**config.mk**
```make
export PLATFORM = sky130hd
export DESIGN_NAME = framed_link_xcvr
export DESIGN_NICKNAME = d
export VERILOG_FILES = /design/src/rtl/flink_pkg.sv /design/src/rtl/flink_ctrl.sv /design/src/rtl/flink_data.sv /design/src/rtl/framed_link_xcvr.sv
export SDC_FILE = /design/constraint.sdc
export NUM_CORES = 1
export LEC_CHECK = 0
export ABC_AREA = 0
export BUFFER_PORTS_ARGS = -buffer_cell sky130_fd_sc_hd__buf_4
export CORE_ASPECT_RATIO = 0.5
export CORE_MARGIN = 2
export CORE_UTILIZATION = 56
export CTS_CLUSTER_DIAMETER = 80
export CTS_CLUSTER_SIZE = 40
export DETAILED_ROUTE_END_ITERATION = 16
export PLACE_DENSITY = 0.87
export SYNTH_ARGS = -nofsm -noshare
export SYNTH_HDL_FRONTEND = slang
export SYNTH_SLANG_ARGS = --single-unit
```
**constraint.sdc**
```tcl
create_clock -name clk -period 4.89 [get_ports clk]
set_input_delay 0.978 -clock clk [delete_from_list [all_inputs] [get_ports clk]]
set_output_delay 0.978 -clock clk [all_outputs]
set_load 0.005 [all_outputs]
```
**src/rtl/flink_pkg.sv**
```systemverilog
package flink_pkg;

  localparam int WORD_W   = 8;
  localparam int HALF_W   = 7;
  localparam int SAMPLE_W = 2 * HALF_W;

  typedef struct packed {
    logic txStep;    // emit the word selected by txSel
    logic txLoad;    // first word of a frame: capture transmit samples
    logic rxTake;    // sample the synchronized bus this cycle
    logic rxCommit;  // lower half sampled while locked: publish channel
  } linkStrobes_t;

endpackage

```
**src/rtl/flink_ctrl.sv**
```systemverilog
module flink_ctrl import flink_pkg::*; #(
  parameter int DIV    = 10,
  parameter int NUM_CH = 2,
  parameter int OFFSET = DIV / 2,
  localparam int CNT_W = $clog2(NUM_CH + 1),
  localparam int IDX_W = $clog2(2 * NUM_CH + 1)
) (
  input  logic             clk,
  input  logic             rstN,
  input  logic [CNT_W-1:0] activeChans,
  input  logic             markSync,
  output linkStrobes_t     strb,
  output logic [IDX_W-1:0] txSel,
  output logic [IDX_W-1:0] rxSel,
  output logic [NUM_CH-1:0] activeMask,
  output logic             rxLocked
);

  localparam int DIV_W = $clog2(DIV);
  localparam logic [DIV_W-1:0] PH_LAST = DIV_W'(DIV - 1);
  localparam logic [DIV_W-1:0] PH_WRAP = DIV_W'(DIV - 2);
  localparam logic [DIV_W-1:0] PH_OFS  = DIV_W'(OFFSET);

  logic [CNT_W-1:0] effChans;
  logic [IDX_W-1:0] frameWords;
  logic [DIV_W-1:0] divCnt;
  logic             tick;
  logic [IDX_W-1:0] txIdx;

  logic             prevMark;
  logic             markRise;
  logic [DIV_W-1:0] rxCnt;
  logic [DIV_W-1:0] rxCntNext;
  logic [IDX_W-1:0] rxIdx;
  logic [IDX_W-1:0] rxIdxNext;
  logic             rxTake;
  logic             missing;
  logic             goodSeen;
  logic             locked;

  // clamp the requested channel count into 1..NUM_CH
  always_comb begin
    if (activeChans == '0)
      effChans = CNT_W'(1);
    else if (activeChans > CNT_W'(NUM_CH))
      effChans = CNT_W'(NUM_CH);
    else
      effChans = activeChans;
  end

  assign frameWords = IDX_W'({effChans, 1'b0});

  for (genvar c = 0; c < NUM_CH; c++) begin : g_mask
    assign activeMask[c] = (effChans > CNT_W'(c));
  end

  // transmit pacing
  assign tick = (divCnt == PH_LAST);

  always_ff @(posedge clk) begin
    if (!rstN) begin
      divCnt <= '0;
      txIdx  <= '0;
    end else begin
      divCnt <= tick ? '0 : divCnt + DIV_W'(1);
      if (tick)
        txIdx <= ((txIdx + IDX_W'(1)) >= frameWords) ? '0 : txIdx + IDX_W'(1);
    end
  end

  assign txSel = txIdx;

  // receive phase tracking
  assign markRise = markSync & ~prevMark;
  assign rxTake   = (rxCnt == PH_OFS);
  assign rxIdxNext = markSync ? '0 :
                     ((rxIdx == '1) ? rxIdx : rxIdx + IDX_W'(1));
  assign rxSel    = rxIdxNext;
  assign missing  = rxTake && !markSync && ((rxIdx + IDX_W'(1)) == frameWords);

  always_comb begin
    rxCntNext = (rxCnt == PH_LAST) ? '0 : rxCnt + DIV_W'(1);
    if (markRise && rxCnt != '0) begin
      if (rxCnt < PH_OFS)
        rxCntNext = rxCnt;                       // edge late: hold one clock
      else if (rxCnt >= PH_WRAP)
        rxCntNext = rxCnt - PH_WRAP;             // edge early: jump ahead
      else
        rxCntNext = rxCnt + DIV_W'(2);
    end
  end

  always_ff @(posedge clk) begin
    if (!rstN) begin
      prevMark <= 1'b0;
      rxCnt    <= '0;
      rxIdx    <= '0;
      goodSeen <= 1'b0;
      locked   <= 1'b0;
    end else begin
      prevMark <= markSync;
      rxCnt    <= rxCntNext;
      if (rxTake)
        rxIdx <= rxIdxNext;
      if (markRise) begin
        if (rxCnt == '0) begin
          goodSeen <= 1'b1;
          if (goodSeen)
            locked <= 1'b1;
        end else begin
          goodSeen <= 1'b0;
          locked   <= 1'b0;
        end
      end else if (missing) begin
        goodSeen <= 1'b0;
        locked   <= 1'b0;
      end
    end
  end

  assign rxLocked      = locked;
  assign strb.txStep   = tick;
  assign strb.txLoad   = tick && (txIdx == '0);
  assign strb.rxTake   = rxTake;
  assign strb.rxCommit = rxTake && locked && rxIdxNext[0] && (rxIdxNext < frameWords);

  AST_TICK_SPACING: assert property (@(posedge clk) disable iff (!rstN)
    tick |=> !tick);
  AST_LOCK_NEEDS_MARK: assert property (@(posedge clk) disable iff (!rstN)
    $rose(locked) |-> $past(markRise));
  AST_LOSS_HAS_CAUSE: assert property (@(posedge clk) disable iff (!rstN)
    $fell(locked) |-> $past(markRise || missing));
  AST_COMMIT_LOCKED: assert property (@(posedge clk) disable iff (!rstN)
    strb.rxCommit |-> locked);
  AST_PHASE_STEP: assert property (@(posedge clk) disable iff (!rstN)
    (markRise && rxCnt != '0 && rxCnt < PH_OFS) |=> (rxCnt == $past(rxCnt)));

endmodule

```
**src/rtl/flink_data.sv**
```systemverilog
module flink_data import flink_pkg::*; #(
  parameter int NUM_CH = 2,
  localparam int IDX_W = $clog2(2 * NUM_CH + 1)
) (
  input  logic                     clk,
  input  logic                     rstN,
  input  linkStrobes_t             strb,
  input  logic [IDX_W-1:0]         txSel,
  input  logic [IDX_W-1:0]         rxSel,
  input  logic [NUM_CH-1:0]        activeMask,
  input  logic [NUM_CH*SAMPLE_W-1:0] txData,
  input  logic [WORD_W-1:0]        busIn,
  output logic [NUM_CH-1:0]        txSent,
  output logic [WORD_W-1:0]        busOut,
  output logic [NUM_CH*SAMPLE_W-1:0] rxData,
  output logic [NUM_CH-1:0]        rxNew,
  output logic                     markSync
);

  logic [SAMPLE_W-1:0] shadow [NUM_CH];
  logic [SAMPLE_W-1:0] txPick;
  logic [WORD_W-1:0]   syncA;
  logic [WORD_W-1:0]   syncB;
  logic [HALF_W-1:0]   upperHold;

  // transmit: capture on the first word, then serve halves from the shadow
  for (genvar c = 0; c < NUM_CH; c++) begin : g_tx
    always_ff @(posedge clk) begin
      if (!rstN)
        shadow[c] <= '0;
      else if (strb.txLoad)
        shadow[c] <= txData[c*SAMPLE_W +: SAMPLE_W];
    end
  end

  always_comb begin
    txPick = '0;
    for (int c = 0; c < NUM_CH; c++) begin
      if (txSel[IDX_W-1:1] == (IDX_W-1)'(c))
        txPick = strb.txLoad ? txData[c*SAMPLE_W +: SAMPLE_W] : shadow[c];
    end
  end

  always_ff @(posedge clk) begin
    if (!rstN) begin
      busOut <= '0;
      txSent <= '0;
    end else begin
      txSent <= strb.txLoad ? activeMask : '0;
      if (strb.txStep)
        busOut <= {strb.txLoad, txSel[0] ? txPick[HALF_W-1:0] : txPick[SAMPLE_W-1:HALF_W]};
    end
  end

  // receive: two-stage synchronizer, half assembly
  always_ff @(posedge clk) begin
    if (!rstN) begin
      syncA     <= '0;
      syncB     <= '0;
      upperHold <= '0;
    end else begin
      syncA <= busIn;
      syncB <= syncA;
      if (strb.rxTake && !rxSel[0])
        upperHold <= syncB[HALF_W-1:0];
    end
  end

  assign markSync = syncB[WORD_W-1];

  for (genvar c = 0; c < NUM_CH; c++) begin : g_rx
    logic hit;
    assign hit = strb.rxCommit && activeMask[c] && (rxSel[IDX_W-1:1] == (IDX_W-1)'(c));
    always_ff @(posedge clk) begin
      if (!rstN) begin
        rxData[c*SAMPLE_W +: SAMPLE_W] <= '0;
        rxNew[c] <= 1'b0;
      end else begin
        rxNew[c] <= hit;
        if (hit)
          rxData[c*SAMPLE_W +: SAMPLE_W] <= {upperHold, syncB[HALF_W-1:0]};
      end
    end
  end

  AST_SENT_PULSE: assert property (@(posedge clk) disable iff (!rstN)
    (|txSent) |=> (txSent == '0));
  AST_SENT_ON_MARK: assert property (@(posedge clk) disable iff (!rstN)
    (|txSent) |-> busOut[WORD_W-1]);
  AST_MARK_HOLDS: assert property (@(posedge clk) disable iff (!rstN)
    $rose(busOut[WORD_W-1]) |=> busOut[WORD_W-1]);
  AST_NEW_SINGLE: assert property (@(posedge clk) disable iff (!rstN)
    $onehot0(rxNew));

endmodule

```
**src/rtl/framed_link_xcvr.sv**
```systemverilog
module framed_link_xcvr import flink_pkg::*; #(
  parameter int CLK_MHZ  = 100,
  parameter int LINK_MHZ = 10,
  parameter int NUM_CH   = 2,
  localparam int DIV     = CLK_MHZ / LINK_MHZ,
  localparam int OFFSET  = DIV / 2,
  localparam int CNT_W   = $clog2(NUM_CH + 1),
  localparam int IDX_W   = $clog2(2 * NUM_CH + 1)
) (
  input  logic                         clk,
  input  logic                         rstN,
  input  logic [CNT_W-1:0]             activeChans,
  input  logic [NUM_CH*SAMPLE_W-1:0]   txData,
  output logic [NUM_CH-1:0]            txSent,
  output logic [WORD_W-1:0]            busOut,
  input  logic [WORD_W-1:0]            busIn,
  output logic [NUM_CH*SAMPLE_W-1:0]   rxData,
  output logic [NUM_CH-1:0]            rxNew,
  output logic                         rxLocked
);

  linkStrobes_t      strb;
  logic [IDX_W-1:0]  txSel;
  logic [IDX_W-1:0]  rxSel;
  logic [NUM_CH-1:0] activeMask;
  logic              markSync;

  flink_ctrl #(.DIV(DIV), .NUM_CH(NUM_CH), .OFFSET(OFFSET)) u_ctrl (
    .clk        (clk),
    .rstN       (rstN),
    .activeChans(activeChans),
    .markSync   (markSync),
    .strb       (strb),
    .txSel      (txSel),
    .rxSel      (rxSel),
    .activeMask (activeMask),
    .rxLocked   (rxLocked)
  );

  flink_data #(.NUM_CH(NUM_CH)) u_data (
    .clk       (clk),
    .rstN      (rstN),
    .strb      (strb),
    .txSel     (txSel),
    .rxSel     (rxSel),
    .activeMask(activeMask),
    .txData    (txData),
    .busIn     (busIn),
    .txSent    (txSent),
    .busOut    (busOut),
    .rxData    (rxData),
    .rxNew     (rxNew),
    .markSync  (markSync)
  );

endmodule

```
==> impl_metrics.toml <==
[outcome]
status = "finished clean"

[timing]
setup_slack_ns = 1.95
clock_skew_ns = 0.00659
report.final.slew_viol_count = 0
timing.final.crit_share = 0.601
fmax_mhz = 340
final.min_clock_period_ns = 2.94
worstMarginPinSlew_ns = 1.25
rsz0062_at_grt = "no"
slew_headroom = 0.158
report.final.setup_viol = 0
hold_viol_final = 0
fin_setup_tns_ns = 0

[worst_setup_path]
path_buf_inv = 1
cpMostUsedCell = "ha_1"
crit_path_start_kind = "register"
r2r_setup_slack_ns = 1.95
cp_cell_sequence = "ha_1 -> inv_1 -> ha_1 -> nor2_1 -> ha_1 -> nor4_2 -> nand4_1 -> a21oi_1"
reg2reg_depth = 8
worstPathRequired_ns = 5.17
crit_family = "simple AND/OR/NAND/NOR gates"
worst_setup_path_end_kind = "register"
rr_startpoint = "u_ctrl.rxIdx[0]$_SDFFE_PN0N_"
worstSetupStartpoint = "u_ctrl.rxIdx[0]$_SDFFE_PN0N_"
reg2reg_to = "u_data.rxData[20]$_SDFFE_PN0P_"
arrival_ns = 3.22
critPathMaxStageDelay_ns = 1.01
crit_path_top_delay_cell = "nor4_2"
crit_type = "reg -> reg"
cp_max_fo = 14

[drt]
drc = 0
post_drt_wl_per_cell_um = 16.4
vias_per_cell = 5.93
drt-pass1-iter-count = 4
drt_iter0_markers = 390
routed_wl_mm = 10.5
antenna_left = 0
vias = 3792

[logic_synthesis]
synth_top_area_cell = "dfxtp_1"
synth_top_area_frac = 0.329
synth_async_sr_flop_share = 0
synth_ff_type = "dfxtp_1"
ys_seq_area_frac = 0.502
synth_edf_count = 28
syn-num-nets = 517
ys_seq_elements = 108
synth_area_leaders = "dfxtp_1 33%, edfxtp_1 17%, mux2i_1 7.0%, and2_1 5.7%, a21oi_1 4.0%"
synthDistinctLibCells = 55
synthCells = 466
synth.avg_cell_area_um2 = 10.4
ys_warn_count = 0
netlist_area_mm2 = 0.00487

[clock_network]
clock_latency_ns = 0.35
cts_buffer_depth = 2
cts_resized = 0
cts.sinks = 108
postCtsSetupBuffers = 0
clock-root-buffer = "clkbuf_16"
hold_buffers = 0
cts_buffers = 9
htreeDepth = 3
tritoncts = "done"
clkTransAtPathRegs_ns = 0.07

[final_layout]
multi_input_area_mm2 = 0.00220
area_growth_pct = 18.1
antenna_cells = 0
seqCellArea_mm2 = 0.00244
drive_above_1_share = 0.230
nets = 574
final_util = 0.699
nFillCells = 625

[global_route]
antenna_found_initial = 0
grt_pass1_vias = 3486
grt-ovfl-total = 0
grt_pass1_wl_mm = 17.3
grt_max_degree = 51
grt_usage = 0.230

[placed_design]
dp_hpwl_mm = 6.79
dp_slack_ns = 1.93
port_buffers = 79
place.gp.congestion = 0.843

[die]
rows = 23
die_area_mm2 = 0.00950
die_y_um = 69.9
die_x_um = 136
core_area_mm2 = 0.00823
io_pins = 81
initial_core_util = 0.592

[power]
power_w = 0.00174
power_leakage_nw = 2.45
p_per_area_mw_per_mm2 = 303
ir_worst_vdd_uv = 190

[min_path]
holdPathStages = 1
hp-class = "reg -> reg"
hold_path_end = "u_data.syncB[5]$_SDFF_PN0_"
holdCritStartpoint = "u_data.syncA[5]$_SDFF_PN0_"

[flow_run]
max-cap-violations = 0
placed cells by master, fill, tap and decap left out, types with 3 or more instances in the layout:
master / Yosys / layout
inv_1: 8 / 8
clkbuf_16: 0 / 10
buf_4: 5 / 85
o211a_1: 5 / 5
o221ai_1: 7 / 7
o31ai_1: 19 / 19
a31oi_1: 8 / 8
a21oi_1: 39 / 39
nand4_1: 30 / 30
nor2b_1: 3 / 3
nand2b_1: 4 / 4
o21ai_0: 7 / 6
nand4b_1: 3 / 3
mux2i_1: 34 / 34
nor2_1: 32 / 32
ha_1: 11 / 11
edfxtp_1: 28 / 28
dfxtp_1: 80 / 80
nand2_1: 10 / 10
o22ai_1: 4 / 4
and2_1: 44 / 44
o31ai_2: 9 / 9
layer usage:
layer | vias to the layer above | share of wire | track usage
met1 | 1809 | 0.45 | 0.315
met5 | - | 0 | 0
li1 | 1831 | - | -
met3 | 14 | 0.061 | 0.0581
met2 | 138 | 0.48 | 0.365
met4 | 0 | 0.010 | 0.0625
area by class of cell:
cell class,count,share of cell area
clock buffers,11,0.0442
clock inverters,4,0.00566
inverters,11,0.00718
multi-input cells,308,0.383
flip-flops and latches,108,0.425
well taps,112,0.0244
repair buffers,85,0.111
metrics by stage:
stage,cell area [um^2],hold slack [ns],instances
global route,5750,0.444,639
detailed placement,5460,0.420,624
finish,5750,0.432,639
global placement,5460,0.418,624
floorplan,4870,0.412,466
CTS,5750,0.437,639
sequential cells by signal, summed over array words and instances, names as in the netlist, 3 cells and up:
signal	count
u_data.syncA	8
u_data.syncB	8
u_ctrl.divCnt	4
u_data.busOut	8
u_data.upperHold	7
u_ctrl.rxIdx	3
u_ctrl.txSel	3
u_ctrl.rxCnt	4
u_data.rxData	28
u_data.shadow	28
synth_stat cells (all sizes together), types with 3 or more instances:
cell type   n
mux2i      34
nor4        4
o21ai       9
clkbuf     16
buf        23
nor2b       3
o22ai       4
o31ai      28
a31oi       8
and2       44
nand2      10
nand4      30
o221ai      7
nand2b      4
dfxtp      80
inv         9
nand4b      3
a21oi      39
edfxtp     28
nor2       32
ha         11
o211a       5
power by group:
part / internal [W] / switching (W) / leakage (nW)
Clock: 0.000377 / 0.000324 / 0.139
Sequential: 0.000933 / 0.0000132 / 0.938
Combinational: 0.0000418 / 0.0000510 / 1.37
kinds of logic (layout without fill, tap and decap cells):
| group | count (synthesis) | count (layout) | synth area share |
|---|---|---|---|
| AO/OA/AOI/OAI | 112 | 112 | 0.164 |
| adder cells (fa/ha/maj) | 11 | 11 | 0.0283 |
| flip-flops | 108 | 108 | 0.502 |
| XOR/XNOR | 4 | 4 | 0.00720 |
| AND/OR/NAND/NOR | 144 | 144 | 0.172 |
| buffers and inverters | 50 | 111 | 0.0481 |
| multiplexers | 37 | 37 | 0.0792 |
worst max-delay path by stage:
stage,slack (ns),cells after the start,to
after floorplan,1.23,6,u_data.shadow[0][0]$_SDFFCE_PN0P_
after global placement,1.96,6,u_data.rxData[20]$_SDFFE_PN0P_
after detailed placement,1.93,6,u_data.rxData[20]$_SDFFE_PN0P_
after CTS,1.99,8,u_data.rxData[20]$_SDFFE_PN0P_
after global routing,1.80,8,u_data.rxData[20]$_SDFFE_PN0P_
final,1.95,8,u_data.rxData[20]$_SDFFE_PN0P_
Power figures use the tool's default switching activity.
